### src/rtl/mvec_pkg.sv
package mvec_pkg;

    typedef enum logic [2:0] {
        OP_ADD   = 3'd0,
        OP_MUL   = 3'd1,
        OP_MOVA  = 3'd2,
        OP_TSTNZ = 3'd3,
        OP_TSTGE = 3'd4,
        OP_MINV  = 3'd5,
        OP_RSV6  = 3'd6,
        OP_RSV7  = 3'd7
    } vop_e;

    typedef enum logic {
        STYLE_SEQ  = 1'b0,
        STYLE_SKIP = 1'b1
    } vstyle_e;

    function automatic logic is_arith(vop_e op);
        return (op == OP_ADD) || (op == OP_MUL) || (op == OP_MOVA);
    endfunction

    function automatic logic is_test(vop_e op);
        return (op == OP_TSTNZ) || (op == OP_TSTGE);
    endfunction

endpackage

### src/rtl/mvec_alu.sv
module mvec_alu
    import mvec_pkg::*;
#(
    parameter int EW = 16
) (
    input  vop_e          op,
    input  logic [EW-1:0] a,
    input  logic [EW-1:0] b,
    output logic [EW-1:0] res,
    output logic          tbit
);
    logic [2*EW-1:0] prod;

    always_comb begin
        prod = a * b;
        res  = '0;
        tbit = 1'b0;
        case (op)
            OP_ADD:   res = a + b;
            OP_MUL:   res = prod[EW-1:0];
            OP_MOVA:  res = a;
            OP_TSTNZ: tbit = (a != '0);
            OP_TSTGE: tbit = ($signed(a) >= $signed(b));
            default:  res = '0;
        endcase
    end
endmodule

### src/rtl/mvec_scan.sv
module mvec_scan #(
    parameter int NELEM = 16,
    localparam int IW = (NELEM > 1) ? $clog2(NELEM) : 1,
    localparam int LW = $clog2(NELEM + 1)
) (
    input  logic [NELEM-1:0] vec,
    input  logic [LW-1:0]    lo,
    output logic             found,
    output logic [IW-1:0]    idx
);
    logic [NELEM-1:0] qual;

    for (genvar g = 0; g < NELEM; g++) begin : g_qual
        assign qual[g] = vec[g] && (LW'(g) >= lo);
    end

    always_comb begin
        found = 1'b0;
        idx   = '0;
        for (int i = NELEM - 1; i >= 0; i--) begin
            if (qual[i]) begin
                found = 1'b1;
                idx   = IW'(i);
            end
        end
    end
endmodule

### src/rtl/mvec_mask.sv
module mvec_mask #(
    parameter int NELEM = 16,
    localparam int IW = (NELEM > 1) ? $clog2(NELEM) : 1
) (
    input  logic             clk,
    input  logic             rst,
    input  logic             wr_en,
    input  logic [IW-1:0]    wr_idx,
    input  logic             wr_bit,
    input  logic             inv_en,
    input  logic [NELEM-1:0] inv_sel,
    output logic [NELEM-1:0] mask
);
    always_ff @(posedge clk) begin
        if (rst) begin
            mask <= '1;
        end else if (inv_en) begin
            mask <= mask ^ inv_sel;
        end else if (wr_en) begin
            mask[wr_idx] <= wr_bit;
        end
    end

    // bits outside the inverted range hold their value
    a_r4_inv_keeps_tail: assert property (@(posedge clk) disable iff (rst)
        inv_en |=> ((mask & ~$past(inv_sel)) == ($past(mask) & ~$past(inv_sel))));

    // a single-element write touches no other bit
    a_r3_one_bit_write: assert property (@(posedge clk) disable iff (rst)
        (wr_en && !inv_en) |=> ($countones(mask ^ $past(mask)) <= 1));
endmodule

### src/rtl/mvec_masked_exec.sv
module mvec_masked_exec
    import mvec_pkg::*;
#(
    parameter int NELEM = 16,
    parameter int EW    = 16,
    localparam int IW = (NELEM > 1) ? $clog2(NELEM) : 1,
    localparam int LW = $clog2(NELEM + 1)
) (
    input  logic          clk,
    input  logic          rst,
    input  logic          start,
    input  logic [2:0]    op,
    input  logic          dens_mode,
    input  logic [LW-1:0] vlen,
    output logic          busy,
    output logic [IW-1:0] rd_idx,
    input  logic [EW-1:0] a_elem,
    input  logic [EW-1:0] b_elem,
    output logic          res_we,
    output logic [IW-1:0] res_idx,
    output logic [EW-1:0] res_data
);
    vop_e             op_in, op_q;
    vstyle_e          style_q;
    logic [LW-1:0]    len_in, len_q, eff_len, scan_lo;
    logic [IW-1:0]    cur;
    logic [NELEM-1:0] mask, len_sel, act_vec;
    logic             accept, scan_found, tbit;
    logic [IW-1:0]    scan_idx;
    logic [EW-1:0]    alu_res;

    assign op_in   = vop_e'(op);
    assign len_in  = (vlen > LW'(NELEM)) ? LW'(NELEM) : vlen;
    assign accept  = start && !busy;
    assign eff_len = busy ? len_q : len_in;

    for (genvar g = 0; g < NELEM; g++) begin : g_len
        assign len_sel[g] = (LW'(g) < eff_len);
    end

    assign act_vec = mask & len_sel;
    assign scan_lo = busy ? (LW'(cur) + LW'(1)) : '0;
    assign rd_idx  = cur;

    mvec_scan #(.NELEM(NELEM)) scan_i (
        .vec   (act_vec),
        .lo    (scan_lo),
        .found (scan_found),
        .idx   (scan_idx)
    );

    mvec_alu #(.EW(EW)) alu_i (
        .op   (op_q),
        .a    (a_elem),
        .b    (b_elem),
        .res  (alu_res),
        .tbit (tbit)
    );

    mvec_mask #(.NELEM(NELEM)) mask_i (
        .clk     (clk),
        .rst     (rst),
        .wr_en   (busy && is_test(op_q)),
        .wr_idx  (cur),
        .wr_bit  (tbit),
        .inv_en  (accept && (op_in == OP_MINV)),
        .inv_sel (len_sel),
        .mask    (mask)
    );

    always_ff @(posedge clk) begin
        if (rst) begin
            busy     <= 1'b0;
            cur      <= '0;
            op_q     <= OP_ADD;
            style_q  <= STYLE_SEQ;
            len_q    <= '0;
            res_we   <= 1'b0;
            res_idx  <= '0;
            res_data <= '0;
        end else if (busy) begin
            res_we   <= is_arith(op_q) && ((style_q == STYLE_SKIP) || mask[cur]);
            res_idx  <= cur;
            res_data <= alu_res;
            if (style_q == STYLE_SKIP) begin
                if (scan_found) cur <= scan_idx;
                else            busy <= 1'b0;
            end else if (LW'(cur) == len_q - LW'(1)) begin
                busy <= 1'b0;
            end else begin
                cur <= cur + IW'(1);
            end
        end else begin
            res_we <= 1'b0;
            if (accept && (len_in != '0)) begin
                op_q  <= op_in;
                len_q <= len_in;
                if (is_arith(op_in) && dens_mode) begin
                    style_q <= STYLE_SKIP;
                    if (scan_found) begin
                        busy <= 1'b1;
                        cur  <= scan_idx;
                    end
                end else if (is_arith(op_in) || is_test(op_in)) begin
                    style_q <= STYLE_SEQ;
                    busy    <= 1'b1;
                    cur     <= '0;
                end
            end
        end
    end

    // busy rises only from an accepted start
    a_r9_rise_from_start: assert property (@(posedge clk) disable iff (rst)
        $rose(busy) |-> $past(start));

    // the sequential style steps one element per cycle
    a_r5_seq_step: assert property (@(posedge clk) disable iff (rst)
        (busy && $past(busy) && style_q == STYLE_SEQ) |-> (rd_idx == $past(rd_idx) + IW'(1)));

    // the skip style only moves upward
    a_r6_skip_ascends: assert property (@(posedge clk) disable iff (rst)
        (busy && $past(busy) && style_q == STYLE_SKIP) |-> (rd_idx > $past(rd_idx)));

    // every skip-style write targets an active element
    a_r6_skip_active: assert property (@(posedge clk) disable iff (rst)
        (res_we && style_q == STYLE_SKIP) |-> mask[res_idx]);

    // written results stay inside the active length
    a_r7_idx_in_len: assert property (@(posedge clk) disable iff (rst)
        res_we |-> (LW'(res_idx) < len_q));

    // test operations never write a result
    a_r3_test_silent: assert property (@(posedge clk) disable iff (rst)
        ($past(busy) && is_test(op_q)) |-> !res_we);

    // no write without a busy cycle before it
    a_r1_we_needs_busy: assert property (@(posedge clk) disable iff (rst)
        res_we |-> $past(busy));
endmodule

### config.mk
export PLATFORM = sky130hd
export DESIGN_NAME = mvec_masked_exec
export DESIGN_NICKNAME = d
export VERILOG_FILES = /design/src/rtl/mvec_pkg.sv /design/src/rtl/mvec_alu.sv /design/src/rtl/mvec_scan.sv /design/src/rtl/mvec_mask.sv /design/src/rtl/mvec_masked_exec.sv
export SDC_FILE = /design/constraint.sdc
export NUM_CORES = 1
export LEC_CHECK = 0
export ABC_CLOCK_PERIOD_IN_PS = 6250
export BUFFER_PORTS_ARGS = -buffer_cell sky130_fd_sc_hd__buf_2
export CORE_ASPECT_RATIO = 2
export CORE_MARGIN = 2
export CORE_UTILIZATION = 55
export CTS_CLUSTER_DIAMETER = 200
export DETAILED_ROUTE_END_ITERATION = 16
export HOLD_SLACK_MARGIN = 0.1
export PLACE_DENSITY_LB_ADDON = 0.2
export SLEW_MARGIN = 40
export SYNTH_ARGS = -nofsm -noshare
export SYNTH_HDL_FRONTEND = slang
export SYNTH_SLANG_ARGS = --single-unit
### constraint.sdc
create_clock -name clk -period 6.25 [get_ports clk]
set_clock_uncertainty 0.2 [all_clocks]
set_input_delay 0.625 -clock clk [delete_from_list [all_inputs] [get_ports clk]]
set_output_delay 0.625 -clock clk [all_outputs]
set_load 0.03 [all_outputs]
[After elaboration in Yosys (flattened, before gate mapping)]
Cells that the tools add are included.
Cells by class
  $add $sub $neg: 4
  multiply operators: 1
  order comparisons: 36
  equal/unequal tests: 11
  multiplexer cells: 60
  bitwise operators: 3
  reductions and logical operators: 44
Operators by type and width (count)
  two-way mux 4 bit: 23
  case mux 16 bit (3 select lines): 1
  greater-or-equal comparator 4 x 5 -> 1 bit (first input constant): 8
  < comparator 4 x 5 -> 1 bit (first input constant): 8
  two-way mux 16 bit: 2
  two-way mux 1 bit: 27
  logical AND 1 bit: 23
  greater-or-equal comparator 3 x 5 -> 1 bit (first input constant): 4
  < comparator 3 x 5 -> 1 bit (first input constant): 4
  adder 16 bit: 1
  AND 16 bit: 1
  bitwise mux 16 bit: 1
  greater-or-equal comparator 16 bit: 1
  multiplier 16 x 16 -> 16 bit: 1
  nonzero test 16 bit: 1
  XOR 16 bit: 1
  two-way mux 5 bit: 3
  == test 3 x 2 -> 1 bit (second input constant): 4
  greater-or-equal comparator 1 x 5 -> 1 bit (first input constant): 2
  greater-or-equal comparator 2 x 5 -> 1 bit (first input constant): 2
  < comparator 1 x 5 -> 1 bit (first input constant): 2
  < comparator 2 x 5 -> 1 bit (first input constant): 2
  == test 3 bit (second input constant): 3
  logical OR 1 bit: 8
  other kinds (21): 26
Word-level totals
  register bits after elaboration: 51
  input bits: 44
  output and inout port bits: 26
  word-level logic and storage cells: 168

[Depth between registers and ports, before layout]
  depth after elaboration: 26
  mapped depth: 25
  gate-level depth less buffers: 24

[Hierarchy]
From an unflattened synthesis, not the netlist that was laid out.
Second synthesis, totals
  cell total of the unflattened synthesis: 1149
  area total of the unflattened synthesis: 9195.1 um^2
By module, submodules not included
  mvec_alu: instances 1, cells each 694, area an instance 5457.7 um^2, sequential area each 0.0 um^2
  mvec_masked_exec: instances 1, cells each 250, area an instance 2180.8 um^2, sequential area each 700.7 um^2
  mvec_mask: instances 1, cells each 128, area an instance 1077.3 um^2, sequential area each 320.3 um^2
  mvec_scan: instances 1, cells each 77, area an instance 479.2 um^2, sequential area each 0.0 um^2

[Worst setup path before layout]
OpenSTA, ideal clock, no wires.
  kind: input-to-reg
  start point: input b_elem[6]
  end point: register res_data[14]
  setup time: 0.101 ns
  arrival time: 5.686 ns
  required time: 5.949 ns
  slack: 0.263 ns
  stages: 21
  buffers on the path: 1
  cells stage by stage: clkbuf_1 > and2_1 > fa_1 > inv_1 > fa_1 > inv_1 > ha_1 > inv_1 > fa_1 > fa_1 > fa_1 > inv_1 > ha_1 > or3_1 > o21ai_0 > nor3_1 > o31a_1 > o21a_1 > o21a_1 > o311a_1 > o41ai_1
Between the ends
  longest elaborated chain between the ends: 2
  elaborated cells on any way between the ends: 3
  classes of those cells: add/sub (1); mul (1); mux (1)
Ends and longest elaborated chain
  from (decl): RTL line mvec_masked_exec.sv:18  | input logic [EW-1:0] b_elem,
  multiplier 16 x 16 -> 16 bit or adder 16 bit (tied branches): RTL line mvec_alu.sv:15, mvec_alu.sv:19
  case mux 16 bit (3 select lines) (*): RTL line mvec_alu.sv:18  | case (op)
  to (signal assigned): RTL line mvec_masked_exec.sv:84  | res_data <= alu_res;
  to (decl): RTL line mvec_masked_exec.sv:21  | output logic [EW-1:0] res_data
Every way passes the cells marked *; elsewhere a longest branch is shown, timed or not.
A chain may end at the register's enable or synchronous reset.

[Worst setup path after layout]
  start point: input a_elem[5]
  end point: register res_data[14]
Between the ends
  longest elaborated chain between the ends: 2
  elaborated cells on any way between the ends: 3
  classes of those cells: add/sub (1); mul (1); mux (1)
Ends and longest elaborated chain
  from (decl): RTL line mvec_masked_exec.sv:17  | input logic [EW-1:0] a_elem,
  multiplier 16 x 16 -> 16 bit or adder 16 bit (tied branches): RTL line mvec_alu.sv:15, mvec_alu.sv:19
  case mux 16 bit (3 select lines) (*): RTL line mvec_alu.sv:18
Marked as above.

==> flow_metrics.env <==
export IMPL_synth_nets=1375
export IMPL_fin_crit_sh_pct=95.3
export IMPL_pre_cts_ws_ns=-0.0121
export IMPL_drv_slew=0
export IMPL_ys_warn_count=0
export IMPL_synth_edf_count=0
export IMPL_dr_pass1_iters=5
export IMPL_critPathSlowestCell="fa_1"
export IMPL_clock_sinks=51
export IMPL_synth_flop_cell="dfxtp_1"
export IMPL_async_reset_ff_share_pct=0
export IMPL_start_util_pct=55.7
export IMPL_crit_type="in -> reg"
export IMPL_drcViolationCount=0
export IMPL_row_count=66
export IMPL_powerDensity_nw_per_um2=305
export IMPL_cts_hold_buf=0
export IMPL_fin_cells=1421
export IMPL_max_freq_ghz=0.168
export IMPL_grt_pass1_wl_um=44500
export IMPL_layout_commonest_cell="inv_1"
export IMPL_slew_headroom_pct=46.4
export IMPL_busiest_layer="met2"
export IMPL_worstSetupEndpointType="flip-flop"
export IMPL_post_cts_buffers=0
export IMPL_cts_buffers=5
export IMPL_synth_area_per_cell_um2=7.84
export IMPL_insertion_delay_ns=0.31
export IMPL_core_area_um2=16200
export IMPL_cp_cell_sequence="buf_2 > ha_1 > inv_1 > fa_1 > fa_1 > fa_1 > fa_1 > fa_1 > fa_1 > inv_1 > ha_1 > nand3_1 > nor3_1 > o31a_1 > o21a_1 > o21a_1 > o311a_1 > o41ai_1"
export IMPL_via_per_inst=5.93
export IMPL_p_leak_uw=0.00466
export IMPL_syn_cell_area_um2=9010
export IMPL_critPathRequiredTime_ns=6.24
export IMPL_start_kind="input port"
export IMPL_drv_cap=0
export IMPL_hpwl_um=23300
export IMPL_antenna_cells=0
export IMPL_ys_ff_latch=51
export IMPL_max_stage_delay_ns=0.55
export IMPL_dieArea_um2=17500
export IMPL_gp_congestion=1.05
export IMPL_worst_slack_ns=0.294
export IMPL_cts_reportedPaths_clkPinSlew_ns=0.08
export IMPL_seq_area_frac_synth_pct=11.3
export IMPL_grt_pass1_vias=8669
export IMPL_drt_total_wl_um=28100
export IMPL_finalCriticalPeriod_ns=5.96
export IMPL_antenna_found_initial=0
export IMPL_met3_usage_pct=5.82
export IMPL_syn_inst=1149
export IMPL_antenna_left=0
export IMPL_avgRoutedWirePerCell_um=19.7
export IMPL_layout_nets=1442
export IMPL_die_h_um=185
export IMPL_rsz0062_at_grt="no"
export IMPL_crit_top_cell="fa_1"
export IMPL_die_w_um=94.5
export IMPL_clk_path_buf_depth=2
export IMPL_synth_cell_types=77
export IMPL_status="complete, no violations"
export IMPL_hold_path_class="reg -> reg"
export IMPL_worstPathArrival_ns=5.95
export IMPL_ctsResizeCount=0
export IMPL_critPathMaxFanout=8
export IMPL_use_met2_pct=62.7
export IMPL_drt_iter0_drc=421
export IMPL_grtUsageMet1_pct=30.5
export IMPL_cts_tree="done"
export IMPL_ios=70
export IMPL_hold_viol=0
export IMPL_setup_viol=0
export IMPL_num_vias=8432
export IMPL_grtUsageTotal_pct=33.7
export IMPL_syn2layout_area_growth_pct=9.13
export IMPL_final_cell_mix="inv_1 (159), nor2_1 (122), nand2_1 (107)"
export IMPL_ir_drop_uv=215
export IMPL_worst_slew_pin_transition_ns=0.795
export IMPL_drive_gt1_share_pct=12.0
export IMPL_cts_root_buffer="clkbuf_16"
export IMPL_cts_max_level=2
export IMPL_overflow=0
export IMPL_grt_max_degree=27
export IMPL_dpl_cell_count=1413
export IMPL_io_buffers=69
## through the flow
| step | TNS [ns] | hold WS, ns | utilization [%] | total power (uW) | instance area, um^2 |
|---|---|---|---|---|---|
| 2_1_floorplan | 0 | 0.301 | - | 2170 | 9010 |
| 3_3_place_gp | 0 | 0.228 | 59.8 | 2660 | 9680 |
| 3_5_place_dp | -0.0121 | 0.238 | 59.8 | 2690 | 9680 |
| 4_1_cts | 0 | 0.255 | 60.7 | 2980 | 9830 |
| 5_1_grt | 0 | 0.288 | 60.7 | 3300 | 9830 |
| 6_report | 0 | 0.250 | 60.7 | 2990 | 9830 |
## cell families (layout without fill, tap and decap cells)
family,Yosys count,count (layout),synth area share (%)
flip-flops,51,51,11.3
XOR/XNOR,55,55,5.43
AO/OA/AOI/OAI,196,196,14.8
adder cells (fa/ha/maj),182,182,32.0
multiplexers,33,33,4.40
AND/OR/NAND/NOR,418,418,22.4
buffers and inverters,214,282,9.68
## Yosys cell counts (19+ instances only)
cell	number	share of area, %
fa_1	81	18
a21oi_1	41	2.3
nand2_1	107	4.5
clkbuf_1	41	1.7
ha_1	101	14
mux2i_1	28	3.1
nor3_1	19	1.1
and2_1	59	4.1
or3_1	23	1.6
nand3_1	34	1.9
nor2_1	123	5.1
inv_1	159	6.6
xnor2_1	41	4.0
o21ai_0	53	2.9
dfxtp_1	51	11
## state kept, by name (all words and copies together) (netlist names)
signal and cells:
style_q 1, res_we 1, busy 1, res_data 16, op_q 3, mask_i.mask 16
len_q 5, rd_idx 4, res_idx 4
## layout make-up
cell class	count	area (um^2)
Timing Repair Buffer	114	683
Clock inverter	2	17.5
Multi-Input combinational cell	884	7120
Sequential cell	51	1020
Clock buffer	6	129
Fill cell	1596	6360
Inverter	160	603
Tap cell	204	255
## power by group
| part | total, uW | switching, uW | leakage [uW] | internal, uW |
|---|---|---|---|---|
| Combinational | 2330 | 1320 | 0.00417 | 1000 |
| Clock | 286 | 135 | 0.0000710 | 150 |
| Sequential | 382 | 29.7 | 0.000416 | 352 |
| Total | 2990 | 1490 | 0.00466 | 1510 |
## worst max-delay path, delay by kind of cell
kind	cells	cell delay [ns]
adders and majority gates	8	3.57
AOI/OAI and AO/OA	5	1.25
and+or+nand+nor	2	0.18
buffers and inverters	3	0.31
## per-layer routing
layer | share of wire, % | wire length (um)
met5 | 0 | 0
met4 | 9.5 | 2650
met3 | 4.6 | 1300
met2 | 54 | 15200
met1 | 32 | 8890
## path summary, 6_finish.rpt
check        slack [ns]                      from                        end  cells past startpoint
max                0.29                 a_elem[5]  res_data[14]$_SDFFE_PP0P_                     18
min                0.25  res_data[9]$_SDFFE_PP0P_   res_data[9]$_SDFFE_PP0P_                      2
max reg2reg        1.85           busy$_SDFF_PP0_     rd_idx[1]$_SDFFE_PP0P_                     11
min reg2reg        0.25  res_data[9]$_SDFFE_PP0P_   res_data[9]$_SDFFE_PP0P_                      2
(Power assumes the default switching activity.)
